## src/rtl/pfd_mon_pkg.sv

```systemverilog
package pfd_mon_pkg;

  localparam int unsigned CH_IF  = 0;
  localparam int unsigned CH_RF  = 1;
  localparam int unsigned NUM_CH = 2;

  localparam logic [3:0] SEL_OFF    = 4'b0000;
  localparam logic [3:0] SEL_LK_IF  = 4'b0100;
  localparam logic [3:0] SEL_LK_RF  = 4'b1000;
  localparam logic [3:0] SEL_LK_ALL = 4'b1100;
  localparam logic [3:0] SEL_FAST   = 4'b0011;
  localparam logic [3:0] SEL_CLEAR  = 4'b1111;

  typedef struct packed {
    logic up;
    logic dn;
    logic hiz;
  } pump_ctl_t;

  typedef struct packed {
    logic active;
    logic cmp_end;
    logic cmp_zero;
  } pfd_evt_t;

endpackage

```

## src/rtl/pfd_core.sv

```systemverilog
module pfd_core
  import pfd_mon_pkg::*;
(
  input  logic      clk,
  input  logic      rst_n,
  input  logic      ref_lvl,
  input  logic      fb_lvl,
  input  logic      pos_slope,
  input  logic      float_req,
  input  logic      kill,
  input  logic      cur_req,
  output pump_ctl_t pump,
  output pfd_evt_t  evt,
  output logic      cur_hi
);

  logic ref_q, fb_q, up_q, dn_q, cur_q;
  logic ref_edge, fb_edge, arm_up, arm_dn, meet;
  logic up_d, dn_d, cur_en, active;

  // next state: edge capture, meet-and-clear, kill
  always_comb begin
    ref_edge = ref_lvl & ~ref_q;
    fb_edge  = fb_lvl & ~fb_q;
    arm_up   = up_q | ref_edge;
    arm_dn   = dn_q | fb_edge;
    meet     = arm_up & arm_dn;
    up_d     = arm_up & ~meet & ~kill;
    dn_d     = arm_dn & ~meet & ~kill;
    cur_en   = ref_edge;
    active   = up_q | dn_q;
  end

  always_ff @(posedge clk or negedge rst_n) begin
    if (!rst_n) begin
      ref_q <= 1'b0;
      fb_q  <= 1'b0;
      up_q  <= 1'b0;
      dn_q  <= 1'b0;
      cur_q <= 1'b0;
    end else begin
      ref_q <= ref_lvl;
      fb_q  <= fb_lvl;
      up_q  <= up_d;
      dn_q  <= dn_d;
      if (cur_en) begin
        cur_q <= cur_req;
      end
    end
  end

  always_comb begin
    pump.hiz     = float_req;
    pump.up      = ~float_req & (pos_slope ? up_q : dn_q);
    pump.dn      = ~float_req & (pos_slope ? dn_q : up_q);
    evt.active   = active;
    evt.cmp_end  = active & meet & ~kill;
    evt.cmp_zero = ~active & ref_edge & fb_edge & ~kill;
    cur_hi       = cur_q;
  end

endmodule

```

## src/rtl/lock_mon.sv

```systemverilog
module lock_mon
  import pfd_mon_pkg::*;
#(
  parameter int unsigned LOCK_TOL = 4,
  parameter int unsigned LOCK_CNT = 4
) (
  input  logic     clk,
  input  logic     rst_n,
  input  pfd_evt_t evt,
  input  logic     kill,
  output logic     lock_pin
);

  localparam int unsigned RUN_W  = $clog2(LOCK_TOL + 1);
  localparam int unsigned GOOD_W = $clog2(LOCK_CNT + 1);
  localparam logic [RUN_W-1:0]  RUN_MAX  = RUN_W'(LOCK_TOL);
  localparam logic [RUN_W-1:0]  RUN_LIM  = RUN_W'(LOCK_TOL - 1);
  localparam logic [GOOD_W-1:0] GOOD_MAX = GOOD_W'(LOCK_CNT);

  logic [RUN_W-1:0]  run_q, run_d;
  logic [GOOD_W-1:0] good_q, good_d;
  logic too_wide, good_evt, locked;

  always_comb begin
    too_wide = evt.active & (run_q >= RUN_LIM);
    good_evt = (evt.cmp_end & ~too_wide) | evt.cmp_zero;

    if (kill) begin
      run_d = '0;
    end else if (evt.active & ~evt.cmp_end) begin
      run_d = (run_q == RUN_MAX) ? run_q : run_q + RUN_W'(1);
    end else begin
      run_d = '0;
    end

    if (kill | too_wide) begin
      good_d = '0;
    end else if (good_evt && (good_q != GOOD_MAX)) begin
      good_d = good_q + GOOD_W'(1);
    end else begin
      good_d = good_q;
    end

    locked   = (good_q == GOOD_MAX);
    lock_pin = locked & ~evt.active;
  end

  always_ff @(posedge clk or negedge rst_n) begin
    if (!rst_n) begin
      run_q  <= '0;
      good_q <= '0;
    end else begin
      run_q  <= run_d;
      good_q <= good_d;
    end
  end

endmodule

```

## src/rtl/mon_mux.sv

```systemverilog
module mon_mux
  import pfd_mon_pkg::*;
(
  input  logic [3:0]        osel,
  input  logic [NUM_CH-1:0] lock_pin,
  input  logic [NUM_CH-1:0] ref_lvl,
  input  logic [NUM_CH-1:0] fb_lvl,
  input  logic              rf_cur,
  output logic              mon_out,
  output logic              fast_flag,
  output logic              cnt_clr
);

  always_comb begin
    mon_out   = 1'b0;
    fast_flag = 1'b0;
    cnt_clr   = 1'b0;
    casez (osel)
      SEL_LK_IF:  mon_out = lock_pin[CH_IF];
      SEL_LK_RF:  mon_out = lock_pin[CH_RF];
      SEL_LK_ALL: mon_out = &lock_pin;
      4'b?001:    mon_out = ref_lvl[CH_IF];
      4'b?010:    mon_out = ref_lvl[CH_RF];
      4'b?101:    mon_out = fb_lvl[CH_IF];
      4'b?110:    mon_out = fb_lvl[CH_RF];
      SEL_FAST: begin
        mon_out   = ~rf_cur;
        fast_flag = rf_cur;
      end
      SEL_CLEAR:  cnt_clr = 1'b1;
      default:    mon_out = 1'b0;
    endcase
  end

endmodule

```

## src/rtl/dual_pfd_monitor.sv

```systemverilog
module dual_pfd_monitor
  import pfd_mon_pkg::*;
#(
  parameter int unsigned LOCK_TOL = 4,
  parameter int unsigned LOCK_CNT = 4
) (
  input  logic       clk,
  input  logic       rst_n,
  input  logic       if_ref,
  input  logic       if_fb,
  input  logic       rf_ref,
  input  logic       rf_fb,
  input  logic       if_pol,
  input  logic       rf_pol,
  input  logic       if_hiz,
  input  logic       rf_hiz,
  input  logic       if_pwdn,
  input  logic       rf_pwdn,
  input  logic       if_cur_req,
  input  logic       rf_cur_req,
  input  logic [3:0] osel,
  output logic       if_up,
  output logic       if_dn,
  output logic       if_tri,
  output logic       rf_up,
  output logic       rf_dn,
  output logic       rf_tri,
  output logic       if_cur_hi,
  output logic       rf_cur_hi,
  output logic       mon_out,
  output logic       fast_flag,
  output logic       cnt_clr
);

  logic [NUM_CH-1:0] ref_v, fb_v, pol_v, hiz_v, pwdn_v, creq_v;
  logic [NUM_CH-1:0] float_v, kill_v, cur_v, lock_v;
  pump_ctl_t         pump_v [NUM_CH];
  pfd_evt_t          evt_v  [NUM_CH];

  assign ref_v  = {rf_ref, if_ref};
  assign fb_v   = {rf_fb, if_fb};
  assign pol_v  = {rf_pol, if_pol};
  assign hiz_v  = {rf_hiz, if_hiz};
  assign pwdn_v = {rf_pwdn, if_pwdn};
  assign creq_v = {rf_cur_req, if_cur_req};

  for (genvar c = 0; c < NUM_CH; c++) begin : g_ch
    assign float_v[c] = hiz_v[c] | pwdn_v[c];
    assign kill_v[c]  = pwdn_v[c] | cnt_clr;

    pfd_core u_pfd (
      .clk       (clk),
      .rst_n     (rst_n),
      .ref_lvl   (ref_v[c]),
      .fb_lvl    (fb_v[c]),
      .pos_slope (pol_v[c]),
      .float_req (float_v[c]),
      .kill      (kill_v[c]),
      .cur_req   (creq_v[c]),
      .pump      (pump_v[c]),
      .evt       (evt_v[c]),
      .cur_hi    (cur_v[c])
    );

    lock_mon #(
      .LOCK_TOL (LOCK_TOL),
      .LOCK_CNT (LOCK_CNT)
    ) u_lock (
      .clk      (clk),
      .rst_n    (rst_n),
      .evt      (evt_v[c]),
      .kill     (kill_v[c]),
      .lock_pin (lock_v[c])
    );
  end

  mon_mux u_mux (
    .osel      (osel),
    .lock_pin  (lock_v),
    .ref_lvl   (ref_v),
    .fb_lvl    (fb_v),
    .rf_cur    (cur_v[CH_RF]),
    .mon_out   (mon_out),
    .fast_flag (fast_flag),
    .cnt_clr   (cnt_clr)
  );

  assign if_up     = pump_v[CH_IF].up;
  assign if_dn     = pump_v[CH_IF].dn;
  assign if_tri    = pump_v[CH_IF].hiz;
  assign rf_up     = pump_v[CH_RF].up;
  assign rf_dn     = pump_v[CH_RF].dn;
  assign rf_tri    = pump_v[CH_RF].hiz;
  assign if_cur_hi = cur_v[CH_IF];
  assign rf_cur_hi = cur_v[CH_RF];

endmodule

```

## config.mk

```make
export PLATFORM = sky130hd
export DESIGN_NAME = dual_pfd_monitor
export DESIGN_NICKNAME = d
export VERILOG_FILES = /design/src/rtl/pfd_mon_pkg.sv /design/src/rtl/pfd_core.sv /design/src/rtl/lock_mon.sv /design/src/rtl/mon_mux.sv /design/src/rtl/dual_pfd_monitor.sv
export SDC_FILE = /design/constraint.sdc
export NUM_CORES = 1
export LEC_CHECK = 0
export ABC_AREA = 1
export BUFFER_PORTS_ARGS = -buffer_cell sky130_fd_sc_hd__buf_2
export CAP_MARGIN = 30
export CORE_ASPECT_RATIO = 0.75
export CORE_UTILIZATION = 56
export CTS_BUF_LIST = sky130_fd_sc_hd__clkbuf_8
export CTS_CLUSTER_SIZE = 16
export DETAILED_ROUTE_END_ITERATION = 12
export HOLD_SLACK_MARGIN = 0.1
export PLACE_DENSITY = 0.81
export SKIP_LAST_GASP = 1
export SYNTH_ARGS = -nofsm -noshare
export SYNTH_HDL_FRONTEND = slang
export SYNTH_SLANG_ARGS = --single-unit
```

## constraint.sdc

```tcl
create_clock -name clk -period 1.96 [get_ports clk]
set_input_delay 0.098 -clock clk [delete_from_list [all_inputs] [get_ports clk]]
set_output_delay 0.098 -clock clk [all_outputs]
set_load 0.005 [all_outputs]
```

==> impl_metrics.env, run 1 <==
export IMPL_initial_utilization_pct=59.7
export IMPL_maxCapViolations=0
export IMPL_slew_headroom_pct=66.9
export IMPL_area_growth_pct=22.6
export IMPL_leakage_nw=0.896
export IMPL_synth_yosys_seq_area_share_pct=39.6
export IMPL_synth_cell_area_mm2=0.00139
export IMPL_end_kind="output pin"
export IMPL_wirelength_um=3130
export IMPL_final_setup_tns_ps=0
export IMPL_cp_data_required_time_ps=1860
export IMPL_period_minus_slack_ps=1600
export IMPL_clk_insertion_delay_late_ps=270
export IMPL_grt_max_degree=23
export IMPL_fin_crit_sh_pct=81.7
export IMPL_p_clk_share_pct=39.2
export IMPL_fin_skew_ps=10.9
export IMPL_port_buffers=28
export IMPL_seq_power_share_pct=45.0
export IMPL_viasPerCell=5.23
export IMPL_worstMarginPinSlew_ps=496
export IMPL_die_y_um=45.2
export IMPL_cts_tree="yes"
export IMPL_nets=238
export IMPL_crit_type="reg -> out"
export IMPL_rsz0062_at_grt="no"
export IMPL_post_drt_wl_per_cell_um=12.9
export IMPL_grt_overflow=0
export IMPL_clock_path_buffers=2
export IMPL_setup_slack_ps=360
export IMPL_intPower_w=0.000811
export IMPL_drc=0
export IMPL_grt_pass1_wl_um=4900
export IMPL_worst_path_max_fanout=5
export IMPL_rrSetupSlack_ps=370
export IMPL_p_switching_w=0.000268
export IMPL_preCtsSetupSlack_ps=396
export IMPL_first_pass_iters=4
export IMPL_antenna_cells=0
export IMPL_drt_iter0_markers=35
export IMPL_die_x_um=59.5
export IMPL_numCtsBuffers=3
export IMPL_comb_power_share_pct=15.8
export IMPL_holdCritPathClass="in -> reg"
export IMPL_slew_viol_final=0
export IMPL_root_buffer="clkbuf_8"
export IMPL_p_sw_share_pct=24.8
export IMPL_arrival_ps=1500
export IMPL_yosys_warnings=0
export IMPL_power_density_mw_per_mm2=633
export IMPL_antenna_found_initial=0
export IMPL_setup_violations_final=0
export IMPL_syn_area_per_cell_um2=8.13
export IMPL_io_pin_count=29
export IMPL_grt_pass1_vias=1190
export IMPL_ys_ff_latch=22
export IMPL_vias=1271
export IMPL_status="completed"
export IMPL_gp_congestion=0.855
export IMPL_hold_violations=0
export IMPL_final_core_util_pct=73.2
export IMPL_clk_pin_slew_ps=80
export IMPL_start_kind="register"
export IMPL_h_tree_depth=1
export IMPL_rows=15
export IMPL_postRouteAntennaNets=0
export IMPL_fmax_ghz=0.625
export IMPL_peakVddDrop_v=0.000537
export IMPL_post_cts_buffers=0
export IMPL_syn_nets=199
export IMPL_dieArea_mm2=0.00269
export IMPL_clock_sinks=22
export IMPL_grtUsageTotal_pct=25.2
export IMPL_synth_cell_types=23
export IMPL_drive_gt1_share_pct=24.9
export IMPL_coreArea_mm2=0.00233
export IMPL_synth_cells=171
export IMPL_dp_hpwl_um=2310
export IMPL_num_fill_cells=185
timing repair:
action | 4_1_cts | 5_1_grt
endpoints found under the hold margin | 27 | 0
resized for setup | 0 | 0
hold buffers | 6 | 0
cells in the final DEF, fill, tap and decap left out, drive strengths merged:
cell type,n
nand2,33
bufinv,1
clkbuf,3
o21ai,6
a21oi,8
nand4,1
o2111ai,1
xor2,2
dlygate4sd3,6
mux2,1
a211oi,6
or2,2
buf,28
nor2,24
nor4,1
dfrtp,22
ha,10
mux2i,1
nand3,26
inv,27
synthesized netlist by cell type, drive strengths merged:
cell	n	area share [%]
nand3	26	11
inv	27	7.3
o21ai	6	2.2
dfrtp	22	40
or2	2	0.90
mux2i	1	0.72
a211oi	6	4.0
mux2	1	0.81
nand2	33	10
a21oi	8	2.9
nor4	1	0.45
xor2	2	1.3
o2111ai	1	0.63
nor2	24	8.7
nand4	1	0.45
ha	10	9.0
kinds of logic (layout without fill, tap and decap cells):
| family | count (synthesis) | after routing | share of synthesized area, % |
|---|---|---|---|
| AND/OR/NAND/NOR | 87 | 87 | 31.7 |
| buffers and inverters | 27 | 65 | 7.29 |
| flip-flops | 22 | 22 | 39.6 |
| AO/OA/AOI/OAI | 21 | 21 | 9.63 |
| adder cells (fa/ha/maj) | 10 | 10 | 9.00 |
| XOR/XNOR | 2 | 2 | 1.26 |
| multiplexers | 2 | 2 | 1.53 |
area by class of cell:
| class | instances | area, um2 | share of cell area (%) |
|---|---|---|---|
| clock buffers | 3 | 41.3 | 2.42 |
| clock inverters | 1 | 30.0 | 1.76 |
| inverters | 27 | 101 | 5.95 |
| multi-input cells | 122 | 738 | 43.3 |
| flip-flops and latches | 22 | 551 | 32.3 |
| well taps | 34 | 42.5 | 2.50 |
| repair buffers | 34 | 200 | 11.7 |
registers in the layout (all words and copies together) (netlist names):
| name | flops |
|---|---|
| g_ch.u_pfd.fb_q | 2 |
| g_ch.u_pfd.up_q | 2 |
| g_ch.u_pfd.ref_q | 2 |
| g_ch.u_lock.run_q | 6 |
| g_ch.u_lock.good_q | 6 |
| g_ch.u_pfd.dn_q | 2 |
| g_ch.u_pfd.cur_hi | 2 |
per-layer routing:
layer / vias up / part of all wire (%) / GRT usage (%) / routed length (um)
met1: 595 / 44 / 29.4 / 1370
met2: 36 / 50 / 45.4 / 1570
met4: 0 / 1.4 / 8.37 / 43
li1: 634 / - / - / -
met5: - / 0 / 0 / 0
met3: 6 / 4.4 / 6.59 / 138
power by group through the flow:
stage | Sequential [W] | Clock [W] | Combinational [W]
finish | 0.000485 | 0.000423 | 0.000170
global route | 0.000487 | 0.000452 | 0.000192
CTS | 0.000485 | 0.000433 | 0.000169
detailed placement | 0.000494 | 0 | 0.000159
global placement | 0.000491 | 0 | 0.000152
floorplan | 0.000492 | 0 | 0.0000906
critical path, cell delays in order (launching register included):
cell and delay [ps]:
dfrtp_1 400, inv_1 80, ha_1 140, nand2_1 140, o21ai_1 170, nand3_1 80
nand3_1 100, buf_2 120
final timing paths:
path,startpoint,endpoint,cells past startpoint
max,g_ch[0].u_lock.good_q[0],mon_out,7
min reg2reg,g_ch[0].u_pfd.cur_hi,g_ch[0].u_pfd.cur_hi,1
min,rf_cur_req,g_ch[1].u_pfd.cur_hi,3
max in group asynchronous,rst_n,g_ch[1].u_lock.run_q[0],2
max reg2reg,g_ch[0].u_lock.run_q[0],g_ch[0].u_lock.good_q[0],10
min in group asynchronous,rst_n,g_ch[1].u_pfd.dn_q,2
through the flow:
stage | hold slack, ps | total power, W | instance area, um2 | instances
6_report | 121 | 0.00108 | 1700 | 243
5_1_grt | 123 | 0.00113 | 1700 | 243
3_3_place_gp | 85.9 | 0.000644 | 1570 | 233
2_1_floorplan | -198 | 0.000583 | 1390 | 171
4_1_cts | 108 | 0.00109 | 1700 | 243
3_5_place_dp | 92.3 | 0.000653 | 1570 | 233
Note: power is estimated with default switching activity, not from simulation.
==> run 2, diff against run 1 <==
ABC_AREA = 0   (was 1)
PLACE_DENSITY = 0.82   (was 0.81)
clock period = 1.5 ns   (was 1.96 ns; I/O delays follow)
==> run 2 against run 1 <==
The run now ends with setup timing left. Area after synthesis decreased by 1.5%. Register-to-register slack worse by 520 ps. Sequential power grew 32%. Combinational power grew 55%. Total power grew 18%. Sequential cell count unchanged. Critical path type unchanged.
==> impl_metrics.env, run 2 <==
export IMPL_min_from="rf_fb"
export IMPL_synth_common_cells="dfrtp_1, nand2_1, inv_1, nor2_1"
export IMPL_drive_gt1_share_pct=32.0
export IMPL_grt_pass1_vias=1151
export IMPL_final_common_cell="buf_2"
export IMPL_end_kind="output pin"
export IMPL_setup_violations_final=7
export IMPL_reg_top3="g_ch.u_lock.good_q (6), g_ch.u_lock.run_q (6)"
export IMPL_die_y_um=44.8
export IMPL_critPathBufInv=1
export IMPL_worst_path_max_fanout=5
export IMPL_fin_crit_sh_pct=112
export IMPL_drc=0
export IMPL_postRouteAntennaNets=0
export IMPL_synth_cell_area_mm2=0.00137
export IMPL_viasPerCell=5.51
export IMPL_grt_max_degree=23
export IMPL_fmax_ghz=0.596
export IMPL_h_tree_depth=1
export IMPL_cp_startpoint="g_ch[0].u_pfd.dn_q"
export IMPL_leakage_nw=0.871
export IMPL_maxCapViolations=0
export IMPL_grtUsageTotal_pct=26.3
export IMPL_postLayoutCellArea_mm2=0.00180
export IMPL_syn_nets=174
export IMPL_cpMaxStageDelayCell="dfrtp_1"
export IMPL_path_cells="nor2_1 > nand3_2 > a2111oi_4 > or3_1 > buf_2"
export IMPL_setup_slack_ps=-178
export IMPL_async_flop_share_pct=100
export IMPL_synth_area_top_cells="dfrtp_1, ha_1, mux2i_1"
export IMPL_first_pass_iters=4
export IMPL_peakVddDrop_v=0.000555
export IMPL_vias=1257
export IMPL_coreArea_mm2=0.00231
export IMPL_rsz0062_at_grt="yes"
export IMPL_nets=224
export IMPL_worstMarginPinSlew_ps=520
export IMPL_clock_sinks=22
export IMPL_cts_tree="yes"
export IMPL_initial_utilization_pct=59.3
export IMPL_synth_cell_types=32
export IMPL_cp_top_family="simple AND/OR/NAND/NOR gates"
export IMPL_start_kind="register"
export IMPL_ys_ff_latch=22
export IMPL_r2r_start="g_ch[1].u_lock.run_q[0]"
export IMPL_drt_iter0_markers=117
export IMPL_die_x_um=59.1
export IMPL_violations="setup timing"
export IMPL_syn_area_per_cell_um2=9.38
export IMPL_post_synth_top_count_cell="dfrtp_1"
export IMPL_yosys_warnings=0
export IMPL_power_density_mw_per_mm2=705
export IMPL_synth_yosys_seq_area_share_pct=40.2
export IMPL_period_minus_slack_ps=1680
export IMPL_gp_congestion=0.801
export IMPL_yosys_most_used_dff="dfrtp_1"
export IMPL_area_growth_pct=31.8
export IMPL_grt_pass1_wl_um=5150
export IMPL_synth_edf_count=0
export IMPL_clk_pin_slew_ps=80
export IMPL_status="finished, violations left"
export IMPL_final_setup_tns_ps=-953
export IMPL_multi_input_area_um2=817
export IMPL_wirelength_um=3470
export IMPL_hold_violations=0
export IMPL_grt_overflow=0
export IMPL_cp_data_required_time_ps=1420
export IMPL_post_drt_wl_per_cell_um=15.2
export IMPL_arrival_ps=1600
export IMPL_dp_hpwl_um=2340
export IMPL_num_fill_cells=149
export IMPL_synth_cells=146
export IMPL_clock_path_buffers=2
export IMPL_holdCritPathClass="in -> reg"
export IMPL_port_buffers=28
export IMPL_root_buffer="clkbuf_8"
export IMPL_dieArea_mm2=0.00265
export IMPL_numCtsBuffers=3
export IMPL_slew_viol_final=0
export IMPL_clk_insertion_delay_late_ps=260
export IMPL_io_pin_count=29
export IMPL_fin_skew_ps=3.91
export IMPL_antenna_found_initial=0
export IMPL_crit_type="reg -> out"
export IMPL_worst_hold_slack_ps=219
export IMPL_synth_top_area_share_pct=40.2
export IMPL_slew_headroom_pct=65.3
export IMPL_antenna_cells=0
export IMPL_layout_common_cells="buf_2, dfrtp_1, nand2_1"
export IMPL_place_area_mm2=0.00161
export IMPL_slowest_delay_ps=440
export IMPL_layout_area_seq_um2=551
export IMPL_preCtsSetupSlack_ps=-117
export IMPL_rows=15
export IMPL_synth_top_area_cell="dfrtp_1"
run 2: changes by cell type after synthesis, sizes merged, moves of 5 or more:
cell   delta
inv      -11
nand3    -23
nand2    -13
nor2     -11
mux2i     +9
nor2b     +5
run 2: where the power goes:
part / leakage, nW / switching (W) / internal (W)
Sequential: 0.292 / 0.0000210 / 0.000619
Combinational: 0.558 / 0.000144 / 0.000119
Clock: 0.0216 / 0.000189 / 0.000179
Total: 0.871 / 0.000354 / 0.000917
run 2: final timing paths:
| path | endpoint | slack, ps | depth (start not counted) |
|---|---|---|---|
| setup / recovery | mon_out | -180 | 5 |
| hold / removal | g_ch[1].u_pfd.up_q | 220 | 4 |
| setup reg to reg | g_ch[1].u_lock.good_q[2] | -150 | 6 |
| hold reg to reg | g_ch[0].u_pfd.cur_hi | 500 | 2 |
| max in group asynchronous | g_ch[1].u_lock.run_q[2] | 840 | 2 |
| min in group asynchronous | g_ch[1].u_pfd.ref_q | 310 | 2 |
run 2: area by class of cell:
class	instances	area share, %
clock buffers	3	2.29
repair buffers	46	16.2
well taps	34	2.36
multi-input cells	107	45.3
inverters	16	3.33
flip-flops and latches	22	30.5
run 2: stage by stage:
| step | total power [W] | std cells | util (%) |
|---|---|---|---|
| after floorplan | 0.000770 | 146 | - |
| after global placement | 0.000858 | 214 | 69.9 |
| after detailed placement | 0.000872 | 214 | 69.9 |
| after CTS | 0.00125 | 227 | 76.5 |
| after global routing | 0.00132 | 228 | 78.2 |
| final | 0.00127 | 228 | 78.2 |
run 2: tightest hold or removal path, delay by kind of cell:
family	cells	cell delay, ps
and+or+nand+nor	3	250
buffers and inverters	1	130
run 2: layer usage:
layer  part of all wire (%)  wire length (um)  global-route usage, %  vias up
met2                     49              1680                   42.5       43
met3                    4.6               160                   7.16        6
met5                      0                 0                      0        -
li1                       -                 -                      -      607
met4                    1.7                58                   9.05        0
met1                     45              1570                   34.6      601
run 2: what timing repair did:
action | 4_1_cts | 5_1_grt
pin swaps | 3 | 1
gates resized for setup | 6 | 3
hold endpoints to repair | 28 | 0
hold buffers | 7 | 0
setup endpoints to repair | 7 | 7
setup buffers | 3 | 1
run 2: cell families (layout without fill, tap and decap cells):
group	count (synthesis)	in the layout	share of synthesized area, %
flip-flops	22	22	40.2
XOR/XNOR	2	2	1.28
multiplexers	10	10	7.31
buffers and inverters	17	65	4.75
AO/OA/AOI/OAI	29	29	17.8
AND/OR/NAND/NOR	56	56	19.5
adder cells (fa/ha/maj)	10	10	9.14
